`src/rtl/psram_ctrl_pkg.sv`:
```
package psram_ctrl_pkg;

  typedef enum logic [2:0] {
    S_IDLE,
    S_RD,
    S_WLO,
    S_WHI,
    S_GAP
  } seq_st_e;

  function automatic int cdiv(input int t_ns, input int per_ns);
    return (t_ns + per_ns - 1) / per_ns;
  endfunction

  function automatic int imax(input int a, input int b);
    return (a > b) ? a : b;
  endfunction

endpackage

```
`src/rtl/psram_timer.sv`:
```
module psram_timer #(
  parameter int W = 4
) (
  input  logic         clk_i,
  input  logic         rst_ni,
  input  logic         load_i,
  input  logic [W-1:0] val_i,
  output logic         done_o
);

  logic [W-1:0] cnt_q;

  always_ff @(posedge clk_i or negedge rst_ni) begin
    if (!rst_ni)              cnt_q <= '0;
    else if (load_i)          cnt_q <= val_i - W'(1);
    else if (cnt_q != '0)     cnt_q <= cnt_q - W'(1);
  end

  assign done_o = (cnt_q == '0);

  // a zero-length window would collapse the strobe timing
  p_load_nonzero_r2: assert property (@(posedge clk_i) disable iff (!rst_ni)
    load_i |-> (val_i != '0));

endmodule

```
`src/rtl/psram_cs_guard.sv`:
```
module psram_cs_guard #(
  parameter int LIMIT = 8000,
  parameter int TW    = 4
) (
  input  logic          clk_i,
  input  logic          rst_ni,
  input  logic          cs_low_i,
  input  logic [TW-1:0] cost_i,
  output logic          fits_o
);

  localparam int CW = $clog2(LIMIT + 1) + 1;
  localparam int SW = (CW > TW ? CW : TW) + 2;

  logic [CW-1:0] cnt_q;
  logic [SW-1:0] sum;

  always_ff @(posedge clk_i or negedge rst_ni) begin
    if (!rst_ni)       cnt_q <= '0;
    else if (cs_low_i) cnt_q <= cnt_q + CW'(1);
    else               cnt_q <= '0;
  end

  // cycles used so far including this one, plus the next word
  assign sum    = SW'(cnt_q) + SW'(cost_i) + SW'(1);
  assign fits_o = (sum <= SW'(LIMIT));

  p_cs_limit_r6: assert property (@(posedge clk_i) disable iff (!rst_ni)
    cs_low_i |-> (cnt_q < CW'(LIMIT)));

endmodule

```
`src/rtl/psram_ctrl.sv`:
```
module psram_ctrl
  import psram_ctrl_pkg::*;
#(
  parameter int ADDR_W        = 18,
  parameter int LEN_W         = 4,
  parameter int CLK_PERIOD_NS = 20,
  parameter int T_RC_NS       = 70,
  parameter int T_OE_NS       = 25,
  parameter int T_PC_NS       = 25,
  parameter int T_WC_NS       = 70,
  parameter int T_WP_NS       = 50,
  parameter int T_CW_NS       = 60,
  parameter int T_DW_NS       = 20,
  parameter int T_CP_NS       = 10,
  parameter int T_CSMAX_NS    = 160000
) (
  input  logic              clk_i,
  input  logic              rst_ni,
  input  logic              req_i,
  input  logic              we_i,
  input  logic [ADDR_W-1:0] addr_i,
  input  logic [LEN_W-1:0]  len_i,
  input  logic [1:0]        be_i,
  input  logic [15:0]       wdata_i,
  output logic              ready_o,
  output logic [15:0]       rdata_o,
  output logic              rvalid_o,
  output logic              wack_o,
  output logic              ce_no,
  output logic              oe_no,
  output logic              we_no,
  output logic              ub_no,
  output logic              lb_no,
  output logic [ADDR_W-1:0] maddr_o,
  output logic [15:0]       dq_o,
  output logic              dq_oe_o,
  input  logic [15:0]       dq_i
);

  localparam int C_RC    = imax(cdiv(T_RC_NS, CLK_PERIOD_NS), cdiv(T_OE_NS, CLK_PERIOD_NS));
  localparam int C_PC    = imax(1, cdiv(T_PC_NS, CLK_PERIOD_NS));
  localparam int C_CP    = imax(1, cdiv(T_CP_NS, CLK_PERIOD_NS));
  localparam int C_WF    = imax(imax(cdiv(T_WP_NS, CLK_PERIOD_NS), cdiv(T_CW_NS, CLK_PERIOD_NS)),
                                imax(cdiv(T_DW_NS, CLK_PERIOD_NS), cdiv(T_WC_NS, CLK_PERIOD_NS) - 1));
  localparam int C_WL    = imax(imax(cdiv(T_WP_NS, CLK_PERIOD_NS), cdiv(T_DW_NS, CLK_PERIOD_NS)),
                                cdiv(T_PC_NS, CLK_PERIOD_NS) - 1);
  localparam int C_CSMAX = T_CSMAX_NS / CLK_PERIOD_NS;
  localparam int C_TOP   = imax(imax(C_RC, C_PC), imax(imax(C_CP, C_WF), C_WL + 1));
  localparam int TW      = $clog2(C_TOP + 1) + 1;
  localparam int PG_W    = LEN_W;

  seq_st_e             st_q, st_d;
  logic [ADDR_W-1:0]   addr_q;
  logic [1:0]          be_q;
  logic                wr_q;
  logic [LEN_W:0]      left_q;
  logic [15:0]         dq_q;
  logic [15:0]         rdata_q;
  logic                rvalid_q, wack_q;

  logic                ld;
  logic [TW-1:0]       ld_val;
  logic                t_done;
  logic                word_done;
  logic                last_word, page_end, fits, cont;
  logic [TW-1:0]       cost;
  logic                cs_low;

  assign last_word = (left_q == (LEN_W+1)'(1));
  assign page_end  = &addr_q[PG_W-1:0];
  assign cont      = !last_word && !page_end && fits;
  assign cost      = wr_q ? TW'(C_WL + 1) : TW'(C_PC);
  assign cs_low    = (st_q == S_RD) || (st_q == S_WLO) || (st_q == S_WHI);

  psram_timer #(.W(TW)) u_timer (
    .clk_i  (clk_i),
    .rst_ni (rst_ni),
    .load_i (ld),
    .val_i  (ld_val),
    .done_o (t_done)
  );

  psram_cs_guard #(.LIMIT(C_CSMAX), .TW(TW)) u_guard (
    .clk_i    (clk_i),
    .rst_ni   (rst_ni),
    .cs_low_i (cs_low),
    .cost_i   (cost),
    .fits_o   (fits)
  );

  always_comb begin
    st_d      = st_q;
    ld        = 1'b0;
    ld_val    = TW'(C_CP);
    word_done = 1'b0;
    unique case (st_q)
      S_IDLE: if (req_i) begin
        ld     = 1'b1;
        st_d   = we_i ? S_WLO : S_RD;
        ld_val = we_i ? TW'(C_WF) : TW'(C_RC);
      end
      S_RD: if (t_done) begin
        word_done = 1'b1;
        ld        = 1'b1;
        if (cont) ld_val = TW'(C_PC);
        else      st_d   = S_GAP;
      end
      S_WLO: if (t_done) begin
        word_done = 1'b1;
        if (cont) st_d = S_WHI;
        else begin
          st_d = S_GAP;
          ld   = 1'b1;
        end
      end
      S_WHI: begin
        st_d   = S_WLO;
        ld     = 1'b1;
        ld_val = TW'(C_WL);
      end
      S_GAP: if (t_done) begin
        if (left_q == '0) st_d = S_IDLE;
        else begin
          ld     = 1'b1;
          st_d   = wr_q ? S_WLO : S_RD;
          ld_val = wr_q ? TW'(C_WF) : TW'(C_RC);
        end
      end
      default: st_d = S_IDLE;
    endcase
  end

  always_ff @(posedge clk_i or negedge rst_ni) begin
    if (!rst_ni) begin
      st_q     <= S_IDLE;
      addr_q   <= '0;
      be_q     <= '0;
      wr_q     <= 1'b0;
      left_q   <= '0;
      dq_q     <= '0;
      rdata_q  <= '0;
      rvalid_q <= 1'b0;
      wack_q   <= 1'b0;
    end else begin
      st_q     <= st_d;
      rvalid_q <= 1'b0;
      wack_q   <= 1'b0;
      if (st_q == S_IDLE && req_i) begin
        addr_q <= addr_i;
        be_q   <= be_i;
        wr_q   <= we_i;
        left_q <= {1'b0, len_i} + (LEN_W+1)'(1);
        dq_q   <= wdata_i;
      end
      if (word_done) begin
        left_q <= left_q - (LEN_W+1)'(1);
        if (!last_word) addr_q <= addr_q + ADDR_W'(1);
        if (wr_q) wack_q <= 1'b1;
        else begin
          rdata_q  <= dq_i & {{8{be_q[1]}}, {8{be_q[0]}}};
          rvalid_q <= 1'b1;
        end
      end
      // next write word taken as a new strobe window opens
      if (st_d == S_WLO && (st_q == S_WHI || st_q == S_GAP)) dq_q <= wdata_i;
    end
  end

  assign ready_o  = (st_q == S_IDLE);
  assign rdata_o  = rdata_q;
  assign rvalid_o = rvalid_q;
  assign wack_o   = wack_q;
  assign ce_no    = !cs_low;
  assign oe_no    = (st_q != S_RD);
  assign we_no    = (st_q != S_WLO);
  assign dq_oe_o  = (st_q == S_WLO) || (st_q == S_WHI);
  assign ub_no    = !cs_low || !be_q[1];
  assign lb_no    = !cs_low || !be_q[0];
  assign maddr_o  = addr_q;
  assign dq_o     = dq_q;

  // cs-high run length, for gap check only
  logic [TW-1:0] hi_run_q;
  always_ff @(posedge clk_i or negedge rst_ni) begin
    if (!rst_ni)                     hi_run_q <= TW'(C_CP);
    else if (!ce_no)                 hi_run_q <= '0;
    else if (hi_run_q != {TW{1'b1}}) hi_run_q <= hi_run_q + TW'(1);
  end

  p_cs_gap_r7: assert property (@(posedge clk_i) disable iff (!rst_ni)
    $fell(ce_no) |-> (hi_run_q >= TW'(C_CP)));

  p_oe_not_write_r8: assert property (@(posedge clk_i) disable iff (!rst_ni)
    !oe_no |-> (we_no && !wr_q));

  p_bus_off_on_read_r9: assert property (@(posedge clk_i) disable iff (!rst_ni)
    !oe_no |-> !dq_oe_o);

  p_bus_released_before_oe_r9: assert property (@(posedge clk_i) disable iff (!rst_ni)
    $fell(oe_no) |-> $past(!dq_oe_o));

  p_we_drives_bus_r9: assert property (@(posedge clk_i) disable iff (!rst_ni)
    !we_no |-> (dq_oe_o && !ce_no));

  p_ready_deselect_r11: assert property (@(posedge clk_i) disable iff (!rst_ni)
    ready_o |-> ce_no);

  p_single_pulse_r4: assert property (@(posedge clk_i) disable iff (!rst_ni)
    !(rvalid_o && wack_o));

endmodule

```
`config.mk`:
```
export PLATFORM = sky130hd
export DESIGN_NAME = psram_ctrl
export DESIGN_NICKNAME = d
export VERILOG_FILES = /design/src/rtl/psram_ctrl_pkg.sv /design/src/rtl/psram_timer.sv /design/src/rtl/psram_cs_guard.sv /design/src/rtl/psram_ctrl.sv
export SDC_FILE = /design/constraint.sdc
export NUM_CORES = 1
export LEC_CHECK = 0
export CAP_MARGIN = 10
export CELL_PAD_IN_SITES_DETAIL_PLACEMENT = 0
export CELL_PAD_IN_SITES_GLOBAL_PLACEMENT = 2
export CORE_ASPECT_RATIO = 0.6
export CORE_MARGIN = 4
export CORE_UTILIZATION = 29
export DETAILED_ROUTE_END_ITERATION = 7
export PLACE_DENSITY_LB_ADDON = 0.1
export SLEW_MARGIN = 25
export SYNTH_ARGS = -nofsm -noshare
export SYNTH_HDL_FRONTEND = slang
export SYNTH_HIERARCHICAL = 1
export SYNTH_SLANG_ARGS = --single-unit
```
`constraint.sdc`:
```
create_clock -name clk_i -period 3.7 [get_ports clk_i]
set_input_delay 0.555 -clock clk_i [delete_from_list [all_inputs] [get_ports clk_i]]
set_output_delay 0.555 -clock clk_i [all_outputs]
set_load 0.05 [all_outputs]
```
# --- After elaboration in Yosys (flattened, before gate mapping) ---
# Index checks and enable logic that the tools add are counted.
# W data, S select, Z words.
word_totals:
  inputBits: 60
  word_cells: 96
  out_inout_bits: 59
  ff_bits: 81
op_classes:
  add_sub_neg: 8
  bitwise: 2
  order_cmp: 1
  n_eq_ne: 8
  reduce_logical: 25
  n_mux: 41
op_table:
  columns: ["op", "count"]
  rows:
  - ["$mux W18", 3]
  - ["$mux W3", 12]
  - ["$mux W16", 2]
  - ["$add A18 B1 Y18 const B", 1]
  - ["$add A16 B1 Y16 const B", 1]
  - ["$and A16 B16 Y16", 1]
  - ["$le A16 B13 Y1 const B", 1]
  - ["$add A14 B3 Y15", 1]
  - ["$pmux W3 S5", 1]
  - ["$add A14 B1 Y14 const B", 1]
  - ["$mux W14", 1]
  - ["$pmux W3 S4", 1]
  - ["$mux W1", 11]
  - ["$mux W2", 5]
  - ["$mux W5", 2]
  - ["$eq A3 B2 Y1 const B", 3]
  - ["$mux W4", 2]
  - ["$logic_or A1 B1 Y1", 6]
  - ["$reduce_bool A2 Y1", 3]
  - ["$add A4 B1 Y5 const B", 1]
  - ["$eq A5 B1 Y1 const B", 1]
  - ["$logic_not A1 Y1", 5]
  - ["$logic_not A5 Y1", 1]
  - ["$pmux W1 S5", 1]
  - ["15 further kinds", 18]

# --- Logic depth before layout (Yosys ltp) ---
logic_depth:
  word_depth: 11
  depth_mapped: 16
  mapped_depth_nobuf: 15

# --- Cells and area by module ---
# The synthesis kept the hierarchy.
by_module_without_submodules:
  columns: ["module", "seq_area_each_um2", "instances", "area_per_inst_um2", "cells_each"]
  rows:
  - ["psram_ctrl", 1576.5, 1, 3479.6, 387]
  - ["psram_cs_guard", 350.3, 1, 825.8, 86]
  - ["psram_timer", 100.1, 1, 242.7, 21]

# --- Worst setup path after synthesis ---
# OpenSTA, ideal clock, no wires.
synth_path:
  kind: "register to register"
  startpoint: "register u_guard.cnt_q[3]"
  endpoint: "register u_timer.cnt_q[2]"
  required_ns: 3.573
  setup_time_ns: 0.127
  path_stages_with_launch: 16
  setup_slack_ns: 0.604
  n_path_buf: 1
  period_less_slack_ns: 3.096
  arrival_ns: 2.969
  cell_sequence: "dfrtp_1 > ha_1 > or2_0 > a2111oi_2 > nor2b_1 > o41ai_2 > o31a_1 > and3_1 > nand2b_1 > o21ai_0 > buf_2 > mux2i_1 > ha_1 > xor2_1 > nand2_1 > o31ai_1"
synth_via:
  elab_cells_between_ends: 13
  cone_classes: "3 x add/sub; 1 x order compare; 7 x mux; 2 x reduce/logical"
synth_rtl:
  columns: ["element", "line", "text"]
  rows:
  - ["start: declaration", "psram_cs_guard.sv:15", "logic [CW-1:0] cnt_q;"]
  - ["start signal: assignment", "psram_cs_guard.sv:20", "else if (cs_low_i) cnt_q <= cnt_q + CW'(1);"]
  - ["$add A14 B3 Y15 (*)", "psram_cs_guard.sv:25", "assign sum = SW'(cnt_q) + SW'(cost_i) + SW'(1);"]
  - ["$add A16 B1 Y16 (*)", "psram_cs_guard.sv:25", null]
  - ["$le A16 B13 Y1 (*)", "psram_cs_guard.sv:26", "assign fits_o = (sum <= SW'(LIMIT));"]
  - ["via fits", "psram_ctrl.sv:65", "logic last_word, page_end, fits, cont;"]
  - ["$logic_and A1 B1 Y1 (*)", "psram_ctrl.sv:71", "assign cont = !last_word && !page_end && fits;"]
  - ["$mux W1 (*)", "psram_ctrl.sv:110", "if (cont) st_d = S_WHI;"]
  - ["$mux W1 (*)", "psram_ctrl.sv:108", "S_WLO: if (t_done) begin"]
  - ["$pmux W1 S5 (*)", "psram_ctrl.sv:96", "unique case (st_q)"]
  - ["via ld", "psram_ctrl.sv:61", "logic ld;"]
  - ["$mux W4 / $reduce_bool A2 Y1 (equally long branches)", null, null]
  - ["end signal: assignment", "psram_timer.sv:15", "else if (load_i) cnt_q <= val_i - W'(1);"]
  - ["end signal: assignment", "psram_timer.sv:16", "else if (cnt_q != '0) cnt_q <= cnt_q - W'(1);"]
  - ["end: declaration", "psram_timer.sv:11", "logic [W-1:0] cnt_q;"]
# The timed path passes the listed nets; every way through them passes the cells marked *.
# A chain may end at the register's enable or synchronous reset.

# --- Worst setup path after layout ---
layout_path:
  startpoint: "register wr_q"
  endpoint: "register u_timer.cnt_q[2]"
layout_via:
  elab_cells_between_ends: 17
  cone_classes: "3 x add/sub; 1 x order compare; 11 x mux; 2 x reduce/logical"
layout_rtl:
  columns: ["element", "line", "text"]
  rows:
  - ["start: declaration", "psram_ctrl.sv:55", "logic wr_q;"]
  - ["start signal: assignment", "psram_ctrl.sv:151", "wr_q <= we_i;"]
  - ["$mux W3 (*)", "psram_ctrl.sv:72", "assign cost = wr_q ? TW'(C_WL + 1) : TW'(C_PC);"]
  - ["via cost[1]", "psram_ctrl.sv:66", "logic [TW-1:0] cost;"]
  - ["$add A14 B3 Y15 (*)", "psram_cs_guard.sv:25", null]
  - ["$add A16 B1 Y16 (*)", "psram_cs_guard.sv:25", null]
  - ["$le A16 B13 Y1 (*)", "psram_cs_guard.sv:26", null]
  - ["via fits", "psram_ctrl.sv:65", null]
  - ["$logic_and A1 B1 Y1 (*)", "psram_ctrl.sv:71", null]
  - ["$mux W1 (*)", "psram_ctrl.sv:110", null]
  - ["$mux W1 (*)", "psram_ctrl.sv:108", null]
  - ["$pmux W1 S5 (*)", "psram_ctrl.sv:96", null]
  - ["via ld", "psram_ctrl.sv:61", null]
  - ["$mux W4 / $reduce_bool A2 Y1 (equally long branches)", null, null]
# Marks and branches as above.

==> impl_summary.txt <==
----------------------------------------------------
[Run status]
  Outcome ... complete, no violations

[CTS]
  Hold buffer count at cts ... 0
  Clk sink count ... 81
  Cell at the root of the clock tree ... clkbuf_16
  Clock transition time at the flip-flop clock pins of the worst setup and hold paths ... 0.07 ns
  Maximum buffer depth of the clock tree ... 2
  CTS tree ... done
  H-tree depth ... 3
  Clock buffer count from CTS ... 9
  Clk_lat worst skew ... 0.34 ns

[Global routing]
  Number of antenna violations at the first check in global routing ... 0
  Global routing usage summed across all routing layers ... 15.5%
  Global route overflow ... 0
  Wire length of the first global-routing pass ... 22.2 mm
  Via count of the first global-routing pass ... 3920
  Maximum number of pins on one net before global-route repair ... 51

[Die]
  Chip height ... 105 um
  Io pins ... 119
  Horiz. Die Dim ... 170 um
  Number of core rows ... 35
  Die Area ... 17800 sq um
  Core ar. ... 15400 sq um
  Effective utilization at floorplan ... 29.6%

[Yosys]
  Fraction of post-synthesis cell area in the top cell type by area ... 44.6%
  Number of synthesized register bits ... 81
  Synth unique cells ... 65
  Number of flops mapped to enable cells by yosys ... 0
  Synthesized cell area ... 4550 sq um
  Gate count of the mapped netlist ... 494
  Main synth FF type ... dfrtp_1
  Avg Cell Area, Syn ... 9.21 sq um
  Yosys warning count ... 6
  Async set-reset flop share out of synthesis ... 100%
  Main area contributors after synthesis ... dfrtp_1, nand2_1, o21ai_0, nand3_1, a21oi_1
  Proportion of synthesized chip area in sequential cells ... 44.6%
  Synth area leader ... dfrtp_1

[Critical path]
  Crit Path Max Fanout ... 5
  Required time of the worst setup path ... 3.94 ns
  RR Endpoint ... u_timer/cnt_q[2]
  RR Startpoint ... wr_q
  FF-to-FF setup slack ... 0.41 ns
  Endpoint type of the worst setup path ... register
  Critical path type ... register to register
  End point of the critical path ... u_timer/cnt_q[2]
  Nature of the critical path startpoint ... register
  Worst setup startpoint ... wr_q
  R2r worst-path depth ... 15
  Arrival time reported for the critical path endpoint ... 3.53 ns

[Placement]
  Worst setup slack after placement ... 0.225 ns
  Cell count after placement ... 800
  Dpl hpwl ... 9.96 mm
  Port buffer count ... 118
  Routability Congestion ... 0.755

[Timing]
  Max Transition Viols Final ... 0
  Worst-case clock skew ... 0.0130 ns
  Hold Fails Final Rpt ... 0
  Number of setup violations in the final report ... 0
  Final critical-path setup slack ... 0.411 ns
  Unrepaired setup endpoints after global routing ... false
  Worst slew margin relative to its limit ... 30.8%
  Share of the cycle needed by the critical path after routing ... 88.9%
  Tightest Pin Transition ... 1.03 ns
  Total negative slack for setup checks ... 0 ns
  Final critical path time including I/O delays and setup ... 3.29 ns
  Top achievable clock speed ... 304 MHz

[Drt]
  Drt wl/cell ... 16.9 um
  Initial drt markers ... 231
  Number of design rule violations left after detail routing ... 0
  Via density per instance ... 5.12
  Count of vias placed by the detailed router ... 4180
  Post-route antenna net violation count ... 0
  DR pass1 iterations ... 4
  Routed WL ... 13.8 mm

[Layout]
  Share of final-layout standard cells stronger than drive strength 1 ... 8.97%
  Most common cell after layout, fill and taps aside ... clkdlybuf4s50_1
  Area grow syn2layout ... 37.9%
  Fin nets ... 679
  Leading cell types in the layout, fill and taps excluded ... clkdlybuf4s50_1, dfrtp_1, nand2_1, o21ai_0, nor2_1
  Final antenna diode count ... 0
  Total of fill cells in the finished design ... 1507
  Non-Filler Instances ... 816

[Min path]
  Tightest Hold Check Type ... primary input to async pin

[Power and ir drop]
  Final Power ... 0.00614 W
  Power density normalized to cell area ... 978 nW/um^2
  Worst vdd ir ... 0.393 mV
  Leak Pwr ... 2.55 nW

[Flow run]
  Number of maximum-capacitance violations ... 0

----------------------------------------------------
-- worst min-delay path by stage --
| stage | slack, ns | endpoint | cells past startpoint | startpoint |
|---|---|---|---|---|
| final | 0.25 | rvalid_o | 1 | rst_ni |
| after global routing | 0.29 | rvalid_o | 1 | rst_ni |
| after CTS | 0.27 | rvalid_o | 1 | rst_ni |
| after detailed placement | 0.47 | rdata_o[9] | 2 | rdata_o[9] |
| after global placement | 0.46 | rdata_o[9] | 2 | rdata_o[9] |
| after floorplan | 0.26 | be_q[0] | 0 | rst_ni |
-- Yosys cell counts (all sizes together), types with 3 or more instances --
cell type and number:
a21oi 28, a221o 18, a221oi 3, a311oi 3, a31oi 8, and2 14, and3 8, and4 3
buf 13, clkbuf 16, dfrtp 81, ha 11, inv 15, mux2i 3, nand2 61, nand3 29
nand4 10, nor2 32, nor2b 11, nor3 12, nor3b 3, nor4 4, o21a 4, o21ai 41
o22ai 4, o32ai 4, or4b 4, xnor2 14, xor2 8
-- logic make-up (layout without fill, tap and decap cells) --
group                    count (synthesis)  after routing  synth area share [%]
XOR/XNOR                                22             22                  4.24
flip-flops                              81             81                  44.6
other                                    1              3                0.0825
AO/OA/AOI/OAI                          133            133                  20.2
multiplexers                             3              3                 0.660
AND/OR/NAND/NOR                        199            199                  22.9
adder cells (fa/ha/maj)                 11             11                  3.03
buffers and inverters                   44            161                  4.32
-- per-stage QoR --
| stage | util, % | area (sq um) | hold slack [ns] |
|---|---|---|---|
| finish | 40.8 | 6270 | 0.248 |
| global route | 40.8 | 6270 | 0.291 |
| CTS | 40.8 | 6270 | 0.271 |
| detailed placement | 38.7 | 5940 | 0.475 |
| global placement | 38.7 | 5940 | 0.464 |
| floorplan | - | 4560 | 0.259 |
-- flip-flops by register name (all words and copies together), names as in the netlist --
signal and flops:
u_timer/cnt_q 4, rdata_o 16, dq_o 16, u_guard/cnt_q 14, wr_q 1, rvalid_o 1, maddr_o 18, st_q 3
be_q 2, wack_o 1, left_q 5
-- critical path: stages (launching register included) --
cell      delay (ns)
dfrtp_1         0.40
inv_1           0.16
ha_1            0.26
nor2b_1         0.15
o211ai_1        0.25
a21oi_1         0.15
and3_1          0.20
o31a_1          0.28
and3_1          0.17
nand2b_1        0.18
o21ai_2         0.24
mux2i_1         0.27
ha_1            0.23
xor2_1          0.15
nand2_1         0.06
o31ai_1         0.05
-- where the power goes --
group	leakage [nW]	switching (W)	internal, W
registers	1.01	0.000419	0.00126
logic	1.38	0.00220	0.00126
clock network	0.161	0.000398	0.000599
-- cell type report --
cell class	count	area [sq um]	area share (%)
repair buffers	130	1270	20.2
multi-input cells	371	2340	37.3
inverters	15	56.3	0.898
well taps	203	254	4.05
clock buffers	9	225	3.59
flip-flops and latches	81	2030	32.3
clock inverters	7	100	1.60
-- layer usage --
layer | wire length [um] | share of wire [%] | global-route usage (%)
met2 | 5620 | 41 | 21.5
met5 | 0 | 0 | 0
met1 | 7200 | 52 | 24.1
met4 | 107 | 0.78 | 3.04
met3 | 871 | 6.3 | 4.05
-- repair_timing --
item                                    in CTS  in global routing
resized for setup                            0                  2
endpoints found under the setup margin       0                  1
setup buffers                                0                  0
No activity file was read; power rests on OpenSTA's default activity.
